$ cat src/rtl/tlb_pkg.sv
package tlb_pkg;
    localparam int ADDR_W   = 32;
    localparam int BASE_OFF = 12;
    localparam int PN_W     = ADDR_W - BASE_OFF;
    localparam int SIZE_W   = 3;
    localparam int MAX_CODE = 4;

    // Mask of page-number bits that take part in the compare.
    function automatic logic [PN_W-1:0] pn_mask(input logic [SIZE_W-1:0] code);
        logic [PN_W-1:0] ones;
        int unsigned sh;
        ones = '1;
        sh = (int'(code) <= MAX_CODE) ? 2 * int'(code) : 0;
        return ones << sh;
    endfunction
endpackage

$ cat src/rtl/tlb_entry_match.sv
module tlb_entry_match
    import tlb_pkg::*;
#(
    parameter int PID_W = 8
) (
    input  logic              ent_valid,
    input  logic              ent_space,
    input  logic [PID_W-1:0]  ent_tid,
    input  logic [PN_W-1:0]   ent_epn,
    input  logic [SIZE_W-1:0] ent_size,
    input  logic              as_bit,
    input  logic [PID_W-1:0]  pid,
    input  logic [PN_W-1:0]   req_pn,
    output logic              match
);
    logic pn_eq;
    logic pid_ok;

    always_comb begin
        pn_eq  = ((req_pn ^ ent_epn) & pn_mask(ent_size)) == '0;
        pid_ok = (ent_tid == '0) || (ent_tid == pid);
        match  = ent_valid && (ent_space == as_bit) && pid_ok && pn_eq;
    end
endmodule

$ cat src/rtl/tlb_prio_select.sv
module tlb_prio_select #(
    parameter int N     = 16,
    parameter int IDX_W = $clog2(N)
) (
    input  logic [N-1:0]     match_vec,
    output logic             any_match,
    output logic             many_match,
    output logic [IDX_W-1:0] win_idx
);
    always_comb begin
        any_match  = |match_vec;
        many_match = (match_vec & (match_vec - 1'b1)) != '0;
        win_idx    = '0;
        for (int i = N - 1; i >= 0; i--) begin
            if (match_vec[i]) win_idx = IDX_W'(i);
        end
    end
endmodule

$ cat src/rtl/tlb_lookup_unit.sv
module tlb_lookup_unit
    import tlb_pkg::*;
#(
    parameter int N_ENTRIES = 16,
    parameter int PID_W     = 8,
    parameter int PERM_W    = 4,
    localparam int IDX_W    = $clog2(N_ENTRIES)
) (
    input  logic              clk,
    input  logic              rst_n,
    input  logic              req_valid,
    input  logic              req_fetch,
    input  logic [31:0]       req_ea,
    input  logic              fetch_space,
    input  logic              data_space,
    input  logic [PID_W-1:0]  cur_pid,
    output logic              hit,
    output logic              multi_hit,
    output logic [IDX_W-1:0]  hit_idx,
    output logic [31:0]       real_addr,
    output logic [PERM_W-1:0] perm_out,
    output logic              miss_pulse,
    input  logic              ld_en,
    input  logic              ld_valid,
    input  logic              ld_space,
    input  logic [PID_W-1:0]  ld_tid,
    input  logic [19:0]       ld_epn,
    input  logic [19:0]       ld_rpn,
    input  logic [2:0]        ld_size,
    input  logic [PERM_W-1:0] ld_perm,
    input  logic              cmd_write,
    input  logic              cmd_read,
    input  logic [IDX_W-1:0]  cmd_idx,
    output logic              st_valid,
    output logic              st_space,
    output logic [PID_W-1:0]  st_tid,
    output logic [19:0]       st_epn,
    output logic [19:0]       st_rpn,
    output logic [2:0]        st_size,
    output logic [PERM_W-1:0] st_perm
);
    typedef struct packed {
        logic              valid;
        logic              space;
        logic [PID_W-1:0]  tid;
        logic [PN_W-1:0]   epn;
        logic [PN_W-1:0]   rpn;
        logic [SIZE_W-1:0] size;
        logic [PERM_W-1:0] perm;
    } entry_t;

    typedef struct packed {
        entry_t [N_ENTRIES-1:0] tbl;
        entry_t                 stg;
        logic                   miss;
    } state_t;

    state_t st_d, st_q;

    logic                 as_bit;
    logic [PN_W-1:0]      req_pn;
    logic [N_ENTRIES-1:0] match_vec;
    logic                 any_match;
    logic                 many_match;
    logic [IDX_W-1:0]     win_idx;
    entry_t               win;
    logic [PN_W-1:0]      win_mask;

    assign as_bit = req_fetch ? fetch_space : data_space;
    assign req_pn = req_ea[ADDR_W-1:BASE_OFF];

    for (genvar g = 0; g < N_ENTRIES; g++) begin : g_cmp
        tlb_entry_match #(.PID_W(PID_W)) u_match (
            .ent_valid (st_q.tbl[g].valid),
            .ent_space (st_q.tbl[g].space),
            .ent_tid   (st_q.tbl[g].tid),
            .ent_epn   (st_q.tbl[g].epn),
            .ent_size  (st_q.tbl[g].size),
            .as_bit    (as_bit),
            .pid       (cur_pid),
            .req_pn    (req_pn),
            .match     (match_vec[g])
        );
    end

    tlb_prio_select #(.N(N_ENTRIES), .IDX_W(IDX_W)) u_prio (
        .match_vec  (match_vec),
        .any_match  (any_match),
        .many_match (many_match),
        .win_idx    (win_idx)
    );

    always_comb begin
        win      = st_q.tbl[win_idx];
        win_mask = pn_mask(win.size);
        hit       = req_valid && any_match;
        multi_hit = hit && many_match;
        if (hit) begin
            hit_idx   = win_idx;
            real_addr = {(win.rpn & win_mask) | (req_pn & ~win_mask),
                         req_ea[BASE_OFF-1:0]};
            perm_out  = win.perm;
        end else begin
            hit_idx   = '0;
            real_addr = '0;
            perm_out  = '0;
        end
    end

    always_comb begin
        st_d      = st_q;
        st_d.miss = req_valid && !any_match;
        if (cmd_write) st_d.tbl[cmd_idx] = st_q.stg;
        if (cmd_read) begin
            st_d.stg = st_q.tbl[cmd_idx];
        end else if (ld_en) begin
            st_d.stg = '{valid: ld_valid, space: ld_space, tid: ld_tid,
                         epn: ld_epn, rpn: ld_rpn, size: ld_size, perm: ld_perm};
        end
    end

    always_ff @(posedge clk or negedge rst_n) begin
        if (!rst_n) st_q <= '0;
        else        st_q <= st_d;
    end

    assign miss_pulse = st_q.miss;
    assign st_valid   = st_q.stg.valid;
    assign st_space   = st_q.stg.space;
    assign st_tid     = st_q.stg.tid;
    assign st_epn     = st_q.stg.epn;
    assign st_rpn     = st_q.stg.rpn;
    assign st_size    = st_q.stg.size;
    assign st_perm    = st_q.stg.perm;
endmodule

$ cat config.mk
export PLATFORM = sky130hd
export DESIGN_NAME = tlb_lookup_unit
export DESIGN_NICKNAME = d
export VERILOG_FILES = /design/src/rtl/tlb_pkg.sv /design/src/rtl/tlb_entry_match.sv /design/src/rtl/tlb_prio_select.sv /design/src/rtl/tlb_lookup_unit.sv
export SDC_FILE = /design/constraint.sdc
export NUM_CORES = 2
export LEC_CHECK = 0
export BUFFER_PORTS_ARGS = -buffer_cell sky130_fd_sc_hd__buf_2
export CELL_PAD_IN_SITES_DETAIL_PLACEMENT = 0
export CELL_PAD_IN_SITES_GLOBAL_PLACEMENT = 2
export CORE_ASPECT_RATIO = 1.5
export CORE_UTILIZATION = 40
export CTS_CLUSTER_DIAMETER = 150
export DETAILED_ROUTE_END_ITERATION = 16
export PLACE_DENSITY = 0.88
export SLEW_MARGIN = 10
export SYNTH_ARGS = -nofsm -noshare
export SYNTH_HDL_FRONTEND = slang
export SYNTH_SLANG_ARGS = --single-unit
$ cat constraint.sdc
create_clock -name clk -period 4.5 [get_ports clk]
set_input_delay 0.225 -clock clk [delete_from_list [all_inputs] [get_ports clk]]
set_output_delay 0.225 -clock clk [all_outputs]
set_load 0.1 [all_outputs]
==> impl_metrics.py <==
metrics = {
    "routing": {
        "wl_per_cell_um": 29.7,
        "post-route-drc-count": 0,
        "ant_nets": 0,
        "first_iter_violations": 3243,
        "num_vias": 43400,
        "vias_per_cell": 5.90,
        "drt-total-wl_um": 219000,
        "dr.pass1.iters": 7,
    },
    "pwr": {
        "combPwrFrac_pct": 34.4,
        "p_per_area_nw_per_um2": 466,
        "p_leak_nw": 32.4,
        "ir_drop_v": 0.000419,
        "switchingPower_mw": 12.2,
        "intPower_mw": 21.9,
        "pwr-share-seq_pct": 39.5,
        "p_sw_share_pct": 35.7,
        "p_total_mw": 34.0,
        "p_clk_share_pct": 26.1,
    },
    "cells_and_area": {
        "fin_util_pct": 52.2,
        "drive_above_1_share_pct": 52.5,
        "n_fill_cell": 12100,
        "nets": 5516,
        "layout.cells.non_filler": 7360,
        "area_delta_synth_final_pct": 29.3,
    },
    "global_routing": {
        "grt_max_degree": 109,
        "use_met3_pct": 4.22,
        "grt_pass1_wl_um": 312000,
        "gr-max-usage-layer": "met2",
        "grt.overflow.total": 0,
        "track_usage_pct": 30.1,
        "grt_pass1_vias": 45400,
        "use_met1_pct": 35.1,
        "grt_use_met2_pct": 50.9,
        "grt_antenna_before_repair": 11,
    },
    "placement": {
        "gp_congestion": 1.05,
        "dp_hpwl_um": 150000,
        "preCtsSetupSlack_ns": -1.08,
        "dp_cells": 7025,
        "portBuffers": 209,
    },
    "synth": {
        "synth_compound_area_share_pct": 5.43,
        "synth_mux_area_share_pct": 33.6,
        "synth-edff-count": 0,
        "yosys.area_share.xor_xnor_pct": 7.27,
        "postSynthCellCount": 4476,
        "synthTopCellsByArea": "dfrtp_1 43%, mux2_2 19%, mux4_2 11%",
        "synthAdderAreaFrac_pct": 0.0177,
        "yosysUniqueCellTypes": 95,
        "ys_top_cells_by_count": "970 x dfrtp_1, 942 x mux2_2, 285 x mux4_2",
        "netlist.area_leader.share_pct": 43.0,
        "synth_area_um2": 56500,
        "yosysMostFrequentCell": "dfrtp_1",
        "synth_top_family_by_area": "multiplexers",
        "synth-main-ff-cell": "dfrtp_1",
        "synthesis.nets": 4586,
        "synth_seq_cells": 970,
        "ys_async_sr_fraction_pct": 100,
        "yosysTopAreaCell": "dfrtp_1",
        "ys_seq_area_share_pct": 43.0,
        "synth-simple-area-share_pct": 7.08,
        "post_synth.cell_area_avg_um2": 12.6,
        "yosys_warnings": 0,
    },
    "clocking": {
        "cts_made_buffers": 98,
        "clkSlewWorstSetupHoldPaths_ns": 0.06,
        "cts.sinks": 970,
        "clk_path_buf_depth": 3,
        "cts_tree": "done",
        "cts_max_level": 3,
        "clock_latency_ns": 0.76,
        "cts_root_buf": "clkbuf_16",
    },
    "sta": {
        "drv_slew": 0,
        "rsz0062_at_grt": "yes",
        "fin_crit_sh_pct": 125,
        "final-setup-viol-count": 24,
        "hold_viol": 0,
        "fmax_ghz": 0.178,
        "whs_ns": 0.0475,
        "skew_ns": 0.0399,
        "relSlewSlack_pct": 17.7,
        "period_minus_slack_ns": 5.61,
        "tightest_slew_ns": 1.23,
        "setup_slack_ns": -1.11,
    },
    "worst_setup_path": {
        "cp_top_family": "compound AO/OA/AOI/OAI gates",
        "endpoint_kind": "primary output",
        "cp.depth": 19,
        "max_stage_delay_ns": 0.57,
        "path_class": "reg2out",
        "critPathSlowestCell": "or4_4",
        "worstPathMaxFanout": 5,
        "required_ns": 4.28,
        "crit_chain": "xor2_2 -> or4_4 -> or4_4 -> a2111oi_4 -> buf_4 -> buf_6 -> a211oi_2 -> a311o_1 -> a21oi_4 -> buf_6 -> a221oi_2 -> nor3_2 -> o22a_1 -> o211ai_1 -> mux2i_2 -> mux2i_1 -> buf_4 -> nor2_4 -> buf_12",
        "start_kind": "register",
        "r2r.worst_path.cells": 15,
        "cp.arrival_ns": 5.39,
        "cp_num_buf_inv": 5,
    },
    "die": {
        "start_util_pct": 40.4,
        "die-area_um2": 143000,
        "core_area_um2": 140000,
        "dieHeight_um": 462,
        "num_io_pins": 210,
        "dieWidth_um": 309,
        "fp-row-count": 168,
    },
    "flow_run": {
        "drv_cap": 0,
    },
    "hold_path": {
        "hold_class": "in2reg",
        "holdPathStages": 3,
    },
    "run_status": {
        "violations": "setup timing",
        "status": "finished, violations left",
    },
}
## power by group through the flow
| stage | clock network, mW | registers [mW] | logic, mW |
|---|---|---|---|
| finish | 8.87 | 13.4 | 11.7 |
| global route | 9.31 | 13.7 | 12.3 |
| CTS | 8.98 | 13.4 | 11.2 |
| detailed placement | 0 | 13.5 | 11.0 |
| global placement | 0 | 13.4 | 10.9 |
| floorplan | 0 | 12.4 | 6.76 |
## per-stage QoR
stage | setup TNS, ns | area [um^2]
final | -20.17 | 73100
after global routing | -23.49 | 73100
after CTS | -23.62 | 71000
after detailed placement | -17.39 | 66400
after global placement | -17.12 | 66400
after floorplan | -4.56 | 56900
## metal layers
| metal | vias to the layer above | wire [um] |
|---|---|---|
| li1 | 18500 | - |
| met1 | 22700 | 81100 |
| met2 | 1638 | 108000 |
| met3 | 616 | 11900 |
| met4 | 10 | 17700 |
| met5 | - | 80 |
## cell usage in the layout, fill, tap and decap left out, drive strengths merged, types with 15 or more instances in the layout
| cell | instances |
|---|---|
| a211oi | 78 |
| a21oi | 42 |
| and3 | 36 |
| buf | 1179 |
| clkbuf | 141 |
| clkinv | 25 |
| dfrtp | 970 |
| dlygate4sd3 | 59 |
| inv | 35 |
| mux2 | 944 |
| mux2i | 192 |
| mux4 | 285 |
| nand2 | 202 |
| nand2b | 34 |
| nand3 | 24 |
| nand3b | 15 |
| nand4 | 71 |
| nor2 | 117 |
| nor2b | 25 |
| nor3 | 35 |
| nor3b | 19 |
| nor4 | 83 |
| o2111ai | 16 |
| o21ai | 118 |
| o22ai | 25 |
| or4 | 16 |
| xnor2 | 261 |
| xor2 | 207 |
## worst reg2reg max path, stage by stage, from the launching register on
cell       delay [ns]
dfrtp_1          0.45
xor2_1           0.31
nor4_2           0.10
a22oi_2          0.46
a2111oi_2        0.11
buf_4            0.17
buf_4            0.14
o21bai_4         0.19
nor3b_4          0.29
and3_4           0.24
buf_6            0.10
nand2b_4         0.07
buf_4            0.13
buf_4            0.12
buf_4            0.16
nor2_1           0.08
## timing repair
item,4_1_cts,5_1_grt
endpoints found under the setup margin,41,41
hold endpoints to repair,138,0
buffers inserted,23,65
cloned,2,10
gates resized for setup,77,265
hold buffers,59,0
pin swaps,23,122
## cell families (layout without fill, tap and decap cells)
group | count (synthesis) | after routing
and+or+nand+nor | 741 | 741
muxes | 1421 | 1421
other | 0 | 4
adders and majority gates | 1 | 1
buffers and inverters | 448 | 1458
DFF | 970 | 970
xor gates and xnor gates | 468 | 468
AOI/OAI and AO/OA | 427 | 427
## flip-flops by register name (all words and copies together) (netlist names)
name,cells
st_epn,20
st_valid,1
st_space,1
miss_pulse,1
st_perm,4
st_q,912
st_size,3
st_rpn,20
st_tid,8
## layout make-up
type / instances / area [um^2] / area share (%)
repair buffers: 1245 / 10700 / 14.7
diodes: 4 / 10.0 / 0.0137
well taps: 1870 / 2340 / 3.20
clock inverters: 46 / 662 / 0.906
inverters: 33 / 124 / 0.170
flip-flops and latches: 970 / 24300 / 33.2
multi-input cells: 3058 / 32100 / 43.9
clock buffers: 134 / 2810 / 3.84
## worst paths after layout
check	start	to	slack [ns]
setup / recovery	st_q[503]	real_addr[14]	-1.11
min in group asynchronous	rst_n	st_q[950]	0.11
hold / removal	cmd_read	st_epn[16]	0.05
hold reg to reg	st_q[196]	st_q[196]	0.53
max in group asynchronous	rst_n	st_q[168]	3.03
setup reg to reg	st_q[510]	miss_pulse	1.33
Note: power is estimated with default switching activity, not from simulation.
